===== config.mk =====
export PLATFORM = sky130hd
export DESIGN_NAME = rtc_regblk
export DESIGN_NICKNAME = d
export VERILOG_FILES = /design/src/rtl/rtc_regblk_pkg.sv /design/src/rtl/rtc_sec_counter.sv /design/src/rtl/rtc_irq_group.sv /design/src/rtl/rtc_regblk.sv
export SDC_FILE = /design/constraint.sdc
export NUM_CORES = 1
export LEC_CHECK = 0
export BUFFER_PORTS_ARGS = -buffer_cell sky130_fd_sc_hd__buf_2
export CAP_MARGIN = 20
export CORE_MARGIN = 1.5
export CORE_UTILIZATION = 45
export CTS_BUF_LIST = sky130_fd_sc_hd__clkbuf_8
export CTS_CLUSTER_DIAMETER = 100
export CTS_CLUSTER_SIZE = 30
export DETAILED_ROUTE_END_ITERATION = 10
export HOLD_SLACK_MARGIN = 0.1
export PLACE_DENSITY = 0.75
export SYNTH_ARGS = -nofsm -noshare
export SYNTH_HDL_FRONTEND = slang
export SYNTH_SLANG_ARGS = --single-unit

===== constraint.sdc =====
create_clock -name clk_i -period 3.51 [get_ports clk_i]
set_clock_uncertainty 0.15 [all_clocks]
set_input_delay 0.702 -clock clk_i [delete_from_list [all_inputs] [get_ports clk_i]]
set_output_delay 0.702 -clock clk_i [all_outputs]
set_load 0.02 [all_outputs]

===== src/rtl/rtc_regblk_pkg.sv =====
package rtc_regblk_pkg;
  localparam int unsigned DATA_W  = 32;
  localparam int unsigned SEC_W   = 32;
  localparam int unsigned TICK_W  = 16;
  localparam int unsigned CALIB_W = 21;
  localparam int unsigned RTC_SRC = 2;
  localparam int unsigned ERR_SRC = 1;

  localparam int unsigned OFS_TIME_NOW  = 0;
  localparam int unsigned OFS_TIME_LOAD = 1;
  localparam int unsigned OFS_TICK      = 2;
  localparam int unsigned OFS_CALIB     = 3;
  localparam int unsigned OFS_ALARM     = 4;
  localparam int unsigned OFS_CTRL      = 5;
  localparam int unsigned OFS_RTC_STAT  = 8;
  localparam int unsigned OFS_RTC_MASK  = 9;
  localparam int unsigned OFS_RTC_EN    = 10;
  localparam int unsigned OFS_RTC_DIS   = 11;
  localparam int unsigned OFS_ERR_STAT  = 12;
  localparam int unsigned OFS_ERR_MASK  = 13;
  localparam int unsigned OFS_ERR_EN    = 14;
  localparam int unsigned OFS_ERR_DIS   = 15;

  localparam logic [DATA_W-1:0] CTRL_RST   = 32'h0100_0000;
  localparam logic [DATA_W-1:0] CTRL_RSVD  = 32'h70FF_FFFE;
  localparam logic [DATA_W-1:0] CTRL_WMASK = ~CTRL_RSVD;

  typedef struct packed {
    logic set_load;
    logic alarm_wr;
    logic ctrl_wr;
    logic rtc_stat_wr;
    logic rtc_en_wr;
    logic rtc_dis_wr;
    logic err_stat_wr;
    logic err_en_wr;
    logic err_dis_wr;
  } wr_sel_t;
endpackage


===== src/rtl/rtc_sec_counter.sv =====
module rtc_sec_counter #(
  parameter int unsigned PRESC_DIV = 32768,
  parameter int unsigned SEC_W     = 32,
  parameter int unsigned TICK_W    = 16
) (
  input  logic              clk_i,
  input  logic              rst_ni,
  input  logic              load_i,
  input  logic [SEC_W-1:0]  load_val_i,
  input  logic [SEC_W-1:0]  alarm_i,
  output logic [SEC_W-1:0]  sec_o,
  output logic [TICK_W-1:0] tick_o,
  output logic              inc_o,
  output logic              alarm_hit_o
);
  localparam int unsigned PW = (PRESC_DIV > 1) ? $clog2(PRESC_DIV) : 1;
  localparam logic [PW-1:0] PRE_LAST = PW'(PRESC_DIV - 1);

  logic [PW-1:0]    pre_q;
  logic [SEC_W-1:0] sec_q;
  logic             wrap;

  assign wrap        = (pre_q == PRE_LAST);
  assign inc_o       = wrap && !load_i;
  assign alarm_hit_o = inc_o && ((sec_q + SEC_W'(1)) == alarm_i);
  assign sec_o       = sec_q;
  assign tick_o      = TICK_W'(pre_q);

  always_ff @(posedge clk_i or negedge rst_ni) begin
    if (!rst_ni) begin
      pre_q <= '0;
      sec_q <= '0;
    end else if (load_i) begin
      pre_q <= '0;
      sec_q <= load_val_i;
    end else if (wrap) begin
      pre_q <= '0;
      sec_q <= sec_q + SEC_W'(1);
    end else begin
      pre_q <= pre_q + PW'(1);
    end
  end

  assert_load_takes_R2: assert property (@(posedge clk_i) disable iff (!rst_ni)
    load_i |=> (sec_o == $past(load_val_i) && tick_o == '0));

  assert_tick_bound_R3: assert property (@(posedge clk_i) disable iff (!rst_ni)
    32'(tick_o) < PRESC_DIV);

  assert_sec_step_R3: assert property (@(posedge clk_i) disable iff (!rst_ni)
    (!load_i && tick_o != TICK_W'(PRESC_DIV - 1)) |=> $stable(sec_o));
endmodule


===== src/rtl/rtc_irq_group.sv =====
module rtc_irq_group #(
  parameter int unsigned W = 2
) (
  input  logic         clk_i,
  input  logic         rst_ni,
  input  logic [W-1:0] set_i,
  input  logic [W-1:0] clr_i,
  input  logic [W-1:0] en_i,
  input  logic [W-1:0] dis_i,
  output logic [W-1:0] stat_o,
  output logic [W-1:0] mask_o,
  output logic         irq_o
);
  logic [W-1:0] stat_q, mask_q;

  always_ff @(posedge clk_i or negedge rst_ni) begin
    if (!rst_ni) begin
      stat_q <= '0;
      mask_q <= '1;
    end else begin
      // a new event in the same cycle as its clear is kept
      stat_q <= (stat_q & ~clr_i) | set_i;
      mask_q <= (mask_q & ~en_i) | dis_i;
    end
  end

  assign stat_o = stat_q;
  assign mask_o = mask_q;
  assign irq_o  = |(stat_q & ~mask_q);

  assert_w1c_clears_R5: assert property (@(posedge clk_i) disable iff (!rst_ni)
    (clr_i != '0) |=> ((stat_o & $past(clr_i & ~set_i)) == '0));

  assert_set_sticks_R4: assert property (@(posedge clk_i) disable iff (!rst_ni)
    (set_i != '0) |=> ((stat_o & $past(set_i)) == $past(set_i)));

  assert_en_clears_mask_R7: assert property (@(posedge clk_i) disable iff (!rst_ni)
    (en_i != '0 && dis_i == '0) |=> ((mask_o & $past(en_i)) == '0));

  assert_dis_sets_mask_R7: assert property (@(posedge clk_i) disable iff (!rst_ni)
    (dis_i != '0) |=> ((mask_o & $past(dis_i)) == $past(dis_i)));

  assert_mask_hold_R6: assert property (@(posedge clk_i) disable iff (!rst_ni)
    (en_i == '0 && dis_i == '0) |=> $stable(mask_o));
endmodule


===== src/rtl/rtc_regblk.sv =====
module rtc_regblk
  import rtc_regblk_pkg::*;
#(
  parameter int unsigned AW        = 6,
  parameter int unsigned PRESC_DIV = 32768,
  parameter logic [31:0] CALIB_VAL = 32'h0000_7FFF
) (
  input  logic          clk_i,
  input  logic          rst_ni,
  input  logic          req_i,
  input  logic          we_i,
  input  logic [AW-1:0] addr_i,
  input  logic [31:0]   wdata_i,
  output logic          rvalid_o,
  output logic [31:0]   rdata_o,
  output logic          rtc_irq_o,
  output logic          err_irq_o
);
  localparam logic [31:0] CALIB_RD = CALIB_VAL & ((32'h1 << CALIB_W) - 32'h1);

  logic [SEC_W-1:0]   sec;
  logic [TICK_W-1:0]  tick;
  logic               sec_inc, alarm_hit;
  logic [31:0]        alarm_q, ctrl_q;
  logic [RTC_SRC-1:0] rtc_stat, rtc_mask;
  logic [ERR_SRC-1:0] err_stat, err_mask;
  logic               hit, wr, rd;
  logic [31:0]        rd_mux;
  wr_sel_t            ws;

  assign wr = req_i && we_i;
  assign rd = req_i && !we_i;

  always_comb begin
    hit    = 1'b1;
    rd_mux = '0;
    ws     = '0;
    unique case (addr_i)
      AW'(OFS_TIME_NOW):  rd_mux = sec;
      AW'(OFS_TIME_LOAD): begin rd_mux = sec; ws.set_load = wr; end
      AW'(OFS_TICK):      rd_mux = 32'(tick);
      AW'(OFS_CALIB):     rd_mux = CALIB_RD;
      AW'(OFS_ALARM):     begin rd_mux = alarm_q; ws.alarm_wr = wr; end
      AW'(OFS_CTRL):      begin rd_mux = ctrl_q; ws.ctrl_wr = wr; end
      AW'(OFS_RTC_STAT):  begin rd_mux = 32'(rtc_stat); ws.rtc_stat_wr = wr; end
      AW'(OFS_RTC_MASK):  rd_mux = 32'(rtc_mask);
      AW'(OFS_RTC_EN):    ws.rtc_en_wr = wr;
      AW'(OFS_RTC_DIS):   ws.rtc_dis_wr = wr;
      AW'(OFS_ERR_STAT):  begin rd_mux = 32'(err_stat); ws.err_stat_wr = wr; end
      AW'(OFS_ERR_MASK):  rd_mux = 32'(err_mask);
      AW'(OFS_ERR_EN):    ws.err_en_wr = wr;
      AW'(OFS_ERR_DIS):   ws.err_dis_wr = wr;
      default:            hit = 1'b0;
    endcase
  end

  always_ff @(posedge clk_i or negedge rst_ni) begin
    if (!rst_ni) begin
      alarm_q  <= '0;
      ctrl_q   <= CTRL_RST;
      rvalid_o <= 1'b0;
      rdata_o  <= '0;
    end else begin
      if (ws.alarm_wr) alarm_q <= wdata_i;
      if (ws.ctrl_wr)  ctrl_q  <= wdata_i & CTRL_WMASK;
      rvalid_o <= rd;
      if (rd) rdata_o <= rd_mux;
    end
  end

  rtc_sec_counter #(
    .PRESC_DIV(PRESC_DIV),
    .SEC_W    (SEC_W),
    .TICK_W   (TICK_W)
  ) u_cnt (
    .clk_i      (clk_i),
    .rst_ni     (rst_ni),
    .load_i     (ws.set_load),
    .load_val_i (wdata_i),
    .alarm_i    (alarm_q),
    .sec_o      (sec),
    .tick_o     (tick),
    .inc_o      (sec_inc),
    .alarm_hit_o(alarm_hit)
  );

  rtc_irq_group #(.W(RTC_SRC)) u_rtc_irq (
    .clk_i (clk_i),
    .rst_ni(rst_ni),
    .set_i ({alarm_hit, sec_inc}),
    .clr_i (ws.rtc_stat_wr ? wdata_i[RTC_SRC-1:0] : '0),
    .en_i  (ws.rtc_en_wr   ? wdata_i[RTC_SRC-1:0] : '0),
    .dis_i (ws.rtc_dis_wr  ? wdata_i[RTC_SRC-1:0] : '0),
    .stat_o(rtc_stat),
    .mask_o(rtc_mask),
    .irq_o (rtc_irq_o)
  );

  rtc_irq_group #(.W(ERR_SRC)) u_err_irq (
    .clk_i (clk_i),
    .rst_ni(rst_ni),
    .set_i (req_i && !hit),
    .clr_i (ws.err_stat_wr ? wdata_i[ERR_SRC-1:0] : '0),
    .en_i  (ws.err_en_wr   ? wdata_i[ERR_SRC-1:0] : '0),
    .dis_i (ws.err_dis_wr  ? wdata_i[ERR_SRC-1:0] : '0),
    .stat_o(err_stat),
    .mask_o(err_mask),
    .irq_o (err_irq_o)
  );

  assert_unmapped_flags_R9: assert property (@(posedge clk_i) disable iff (!rst_ni)
    (req_i && !hit) |=> err_stat[0]);

  assert_rvalid_follows_read_R12: assert property (@(posedge clk_i) disable iff (!rst_ni)
    rd |=> rvalid_o);

  assert_no_rvalid_on_write_R12: assert property (@(posedge clk_i) disable iff (!rst_ni)
    !rd |=> !rvalid_o);

  assert_ctrl_rsvd_zero_R10: assert property (@(posedge clk_i) disable iff (!rst_ni)
    (rvalid_o && $past(addr_i) == AW'(OFS_CTRL)) |-> ((rdata_o & CTRL_RSVD) == '0));
endmodule


==> qor.yml <==
sta:
  setup_viol: 0
  relSlewSlack: 0.5257
  min_period_over_period: 0.8329
  finalHoldViolations: 0
  worst_pin_slew_ns: 0.7114
  hold_slack_ns: 0.1592
  finalCriticalPeriod_ns: 2.924
  rsz0062_at_grt: "no"
  slew_viol_final: 0
  max_freq_mhz: 342.0
  fin_tns_setup_ns: 0
synthesis:
  synth_edf_count: 0
  ys_warn_count: 0
  syn_area_um2: 7017
  avgSynthCellArea_um2: 9.196
  ys_types: 54
  ys_seq_area_frac: 0.4429
  synth_nets: 807
  async_flop_share: 1.000
  syn-instance-count: 763
  ys.flop_type: "dfrtp_1"
  ys_ff_latch: 124
die:
  fp.dieArea_um2: 16350
  die_h_um: 127.9
  rows: 45
  die_w_um: 127.9
  start_util: 0.4616
  ios: 77
  core_um2: 15200
cts:
  cts_tree: "built"
  cts_resized: 0
  clk_path_buf_depth: 2
  clock_sinks: 124
  post-cts-setup-buffers: 0
  h-tree-depth: 4
  clk_pin_slew_worst_paths_ns: 0.07
  cts_inserted_buffers: 17
  cts_hold_buf: 0
  clock_latency_ns: 0.45
  cts_root_buf: "clkbuf_8"
setup_path:
  critPathLaunchType: "flop"
  crit_type: "reg2reg"
  cp.required_ns: 3.75
  critPathMaxFanout: 12
  worst_ep_arrival_time_ns: 3.16
  slowest_delay_ns: 0.51
  end_kind: "flop"
  cp_slowest_cell: "dfrtp_1"
  crit_top_cell: "nand4_1"
  path_cells: "ha_1 -> nand4_1 -> nor4_1 -> buf_4 -> and4_1 -> a311oi_1 -> a211oi_1 -> nand4_1 -> nand2_1"
global_route:
  grt_antenna_before_repair: 0
  gr-total-overflow: 0
  grt_use_total: 0.2350
  grt_max_degree: 55
  grt_pass1_wl_um: 30150
  grt_pass1_vias: 5860
route:
  routedWlPerCell_um: 18.00
  drtPass1Iterations: 5
  vias: 5875
  ant_nets: 0
  viasPerCell: 5.782
  wirelength_um: 18280
  drt_iter0_markers: 508
  drc_errors: 0
power_and_ir_drop:
  p_comb_frac: 0.216
  p_int_uw: 2704
  p_sw_uw: 1284
  p_leak_uw: 0.003348
  seq_power_share: 0.448
  p_sw_frac: 0.3220
  power.density_nw_per_um2: 501.3
  ir_drop_mv: 0.2488
  p_clk_frac: 0.336
  totalPowerFinal_uw: 3988
min_path:
  hold_path_class: "in2async"
finish:
  fillerInstances: 1454
  stdcell_count: 1016
  fin_nets: 860
  seq_area_um2: 3108
  layout_common_cells: "dfrtp_1, nand2_1, buf_2"
  diodes: 0
  final_common_cell: "dfrtp_1"
  multiInputGateArea_um2: 3655
  areaGrowthSynthToFinish_pct: 13.39
  layout-drive-gt1-share: 0.2101
  post-route-util: 0.5234
placement:
  port_buffers: 76
  dp_hpwl_um: 12990
  place.gp.congestion: 0.8989
  dp.cells: 985
status:
  run_status: "finished, final reports clean"
job:
  cap_violations: 0
-- worst paths after layout --
check / from / endpoint / slack (ns) / cells past startpoint
max in group asynchronous: rst_ni / u_cnt.sec_o[30] / 2.20 / 2
worst min-delay path: rst_ni / rdata_o[8] / 0.16 / 1
worst max register to register: u_cnt.sec_o[0] / u_rtc_irq.stat_o[1] / 0.59 / 9
worst max-delay path: u_cnt.sec_o[0] / u_rtc_irq.stat_o[1] / 0.59 / 9
worst min register to register: rdata_o[16] / rdata_o[16] / 0.33 / 2
min in group clk_i: wdata_i[28] / u_cnt.sec_o[28] / 0.32 / 3
-- synth_stat cells (3+ instances only) --
cell / count / area share
o211ai_1: 4 / 0.0043
o21ai_0: 68 / 0.049
xnor2_1: 48 / 0.060
nand4_1: 22 / 0.020
o31ai_1: 4 / 0.0043
mux2_2: 40 / 0.064
clkbuf_1: 42 / 0.022
a21oi_1: 7 / 0.0050
a222oi_1: 5 / 0.0071
a22oi_1: 15 / 0.016
a211oi_1: 4 / 0.0043
a221oi_1: 14 / 0.017
or3_1: 7 / 0.0062
nand3_1: 29 / 0.021
buf_1: 4 / 0.0021
and3_1: 12 / 0.011
and4_1: 5 / 0.0062
nor2_1: 67 / 0.036
nand2_1: 103 / 0.055
o22ai_1: 3 / 0.0027
dfrtp_1: 120 / 0.43
nor2b_1: 7 / 0.0062
o21ai_1: 7 / 0.0050
or4_1: 7 / 0.0075
nor3_1: 9 / 0.0064
and2_1: 5 / 0.0045
a31oi_1: 7 / 0.0062
buf_2: 9 / 0.0064
inv_1: 10 / 0.0054
dfstp_2: 4 / 0.015
nor4_1: 12 / 0.011
xor2_1: 33 / 0.041
-- layer usage --
metal / GRT usage / part of all wire / up-vias / wire, µm
li1: - / - / 2832 / -
met4: 0.06940 / 0.014 / 0 / 255
met2: 0.3893 / 0.48 / 159 / 8776
met1: 0.3128 / 0.46 / 2862 / 8408
met3: 0.04674 / 0.046 / 22 / 844
met5: 0 / 0 / - / 0
-- worst max-delay path, delay by kind of cell (launching register included) --
family,cells,cell delay [ns]
simple gates,5,1.20
flops,1,0.51
compound gates,2,0.42
fa+ha+maj,1,0.33
buf+inv,1,0.25
-- cell families after synthesis --
| logic type | count (synthesis) | share of synthesized area |
|---|---|---|
| AOI/OAI and AO/OA | 151 | 0.1396 |
| xor gates and xnor gates | 81 | 0.1011 |
| adders and majority gates | 2 | 0.003566 |
| buffers and inverters | 66 | 0.03745 |
| DFF | 124 | 0.4429 |
| muxes | 41 | 0.06562 |
| and+or+nand+nor | 298 | 0.2097 |
-- power by group through the flow --
stage | Combinational (µW) | Clock, µW | Sequential (µW)
detailed placement | 846 | 0 | 1800
global route | 960 | 1420 | 1810
global placement | 830 | 0 | 1800
CTS | 855 | 1360 | 1780
floorplan | 681 | 0 | 1710
finish | 861 | 1340 | 1790
-- per-stage QoR --
| stage | instance area (µm²) | setup slack (ns) |
|---|---|---|
| floorplan | 7017 | 0.8234 |
| detailed placement | 7536 | 0.6723 |
| global placement | 7536 | 0.7008 |
| finish | 7956 | 0.5864 |
| global route | 7956 | 0.3831 |
| CTS | 7956 | 0.6480 |
-- area by class of cell --
class | instances | share of cell area
clock buffer | 22 | 0.03806
clock inverter | 9 | 0.01478
inverter | 10 | 0.004718
multi-input combinational | 573 | 0.4593
sequential | 124 | 0.3906
tap | 188 | 0.02956
timing repair buffer | 90 | 0.06290
-- state kept, by name (all words and copies together) (netlist names), 2 cells and up --
name,cells
u_cnt.sec_o,32
u_cnt.pre_q,15
ctrl_q,6
u_rtc_irq.mask_o,2
u_rtc_irq.stat_o,2
alarm_q,32
rdata_o,32
Power figures use the tool's default switching activity.
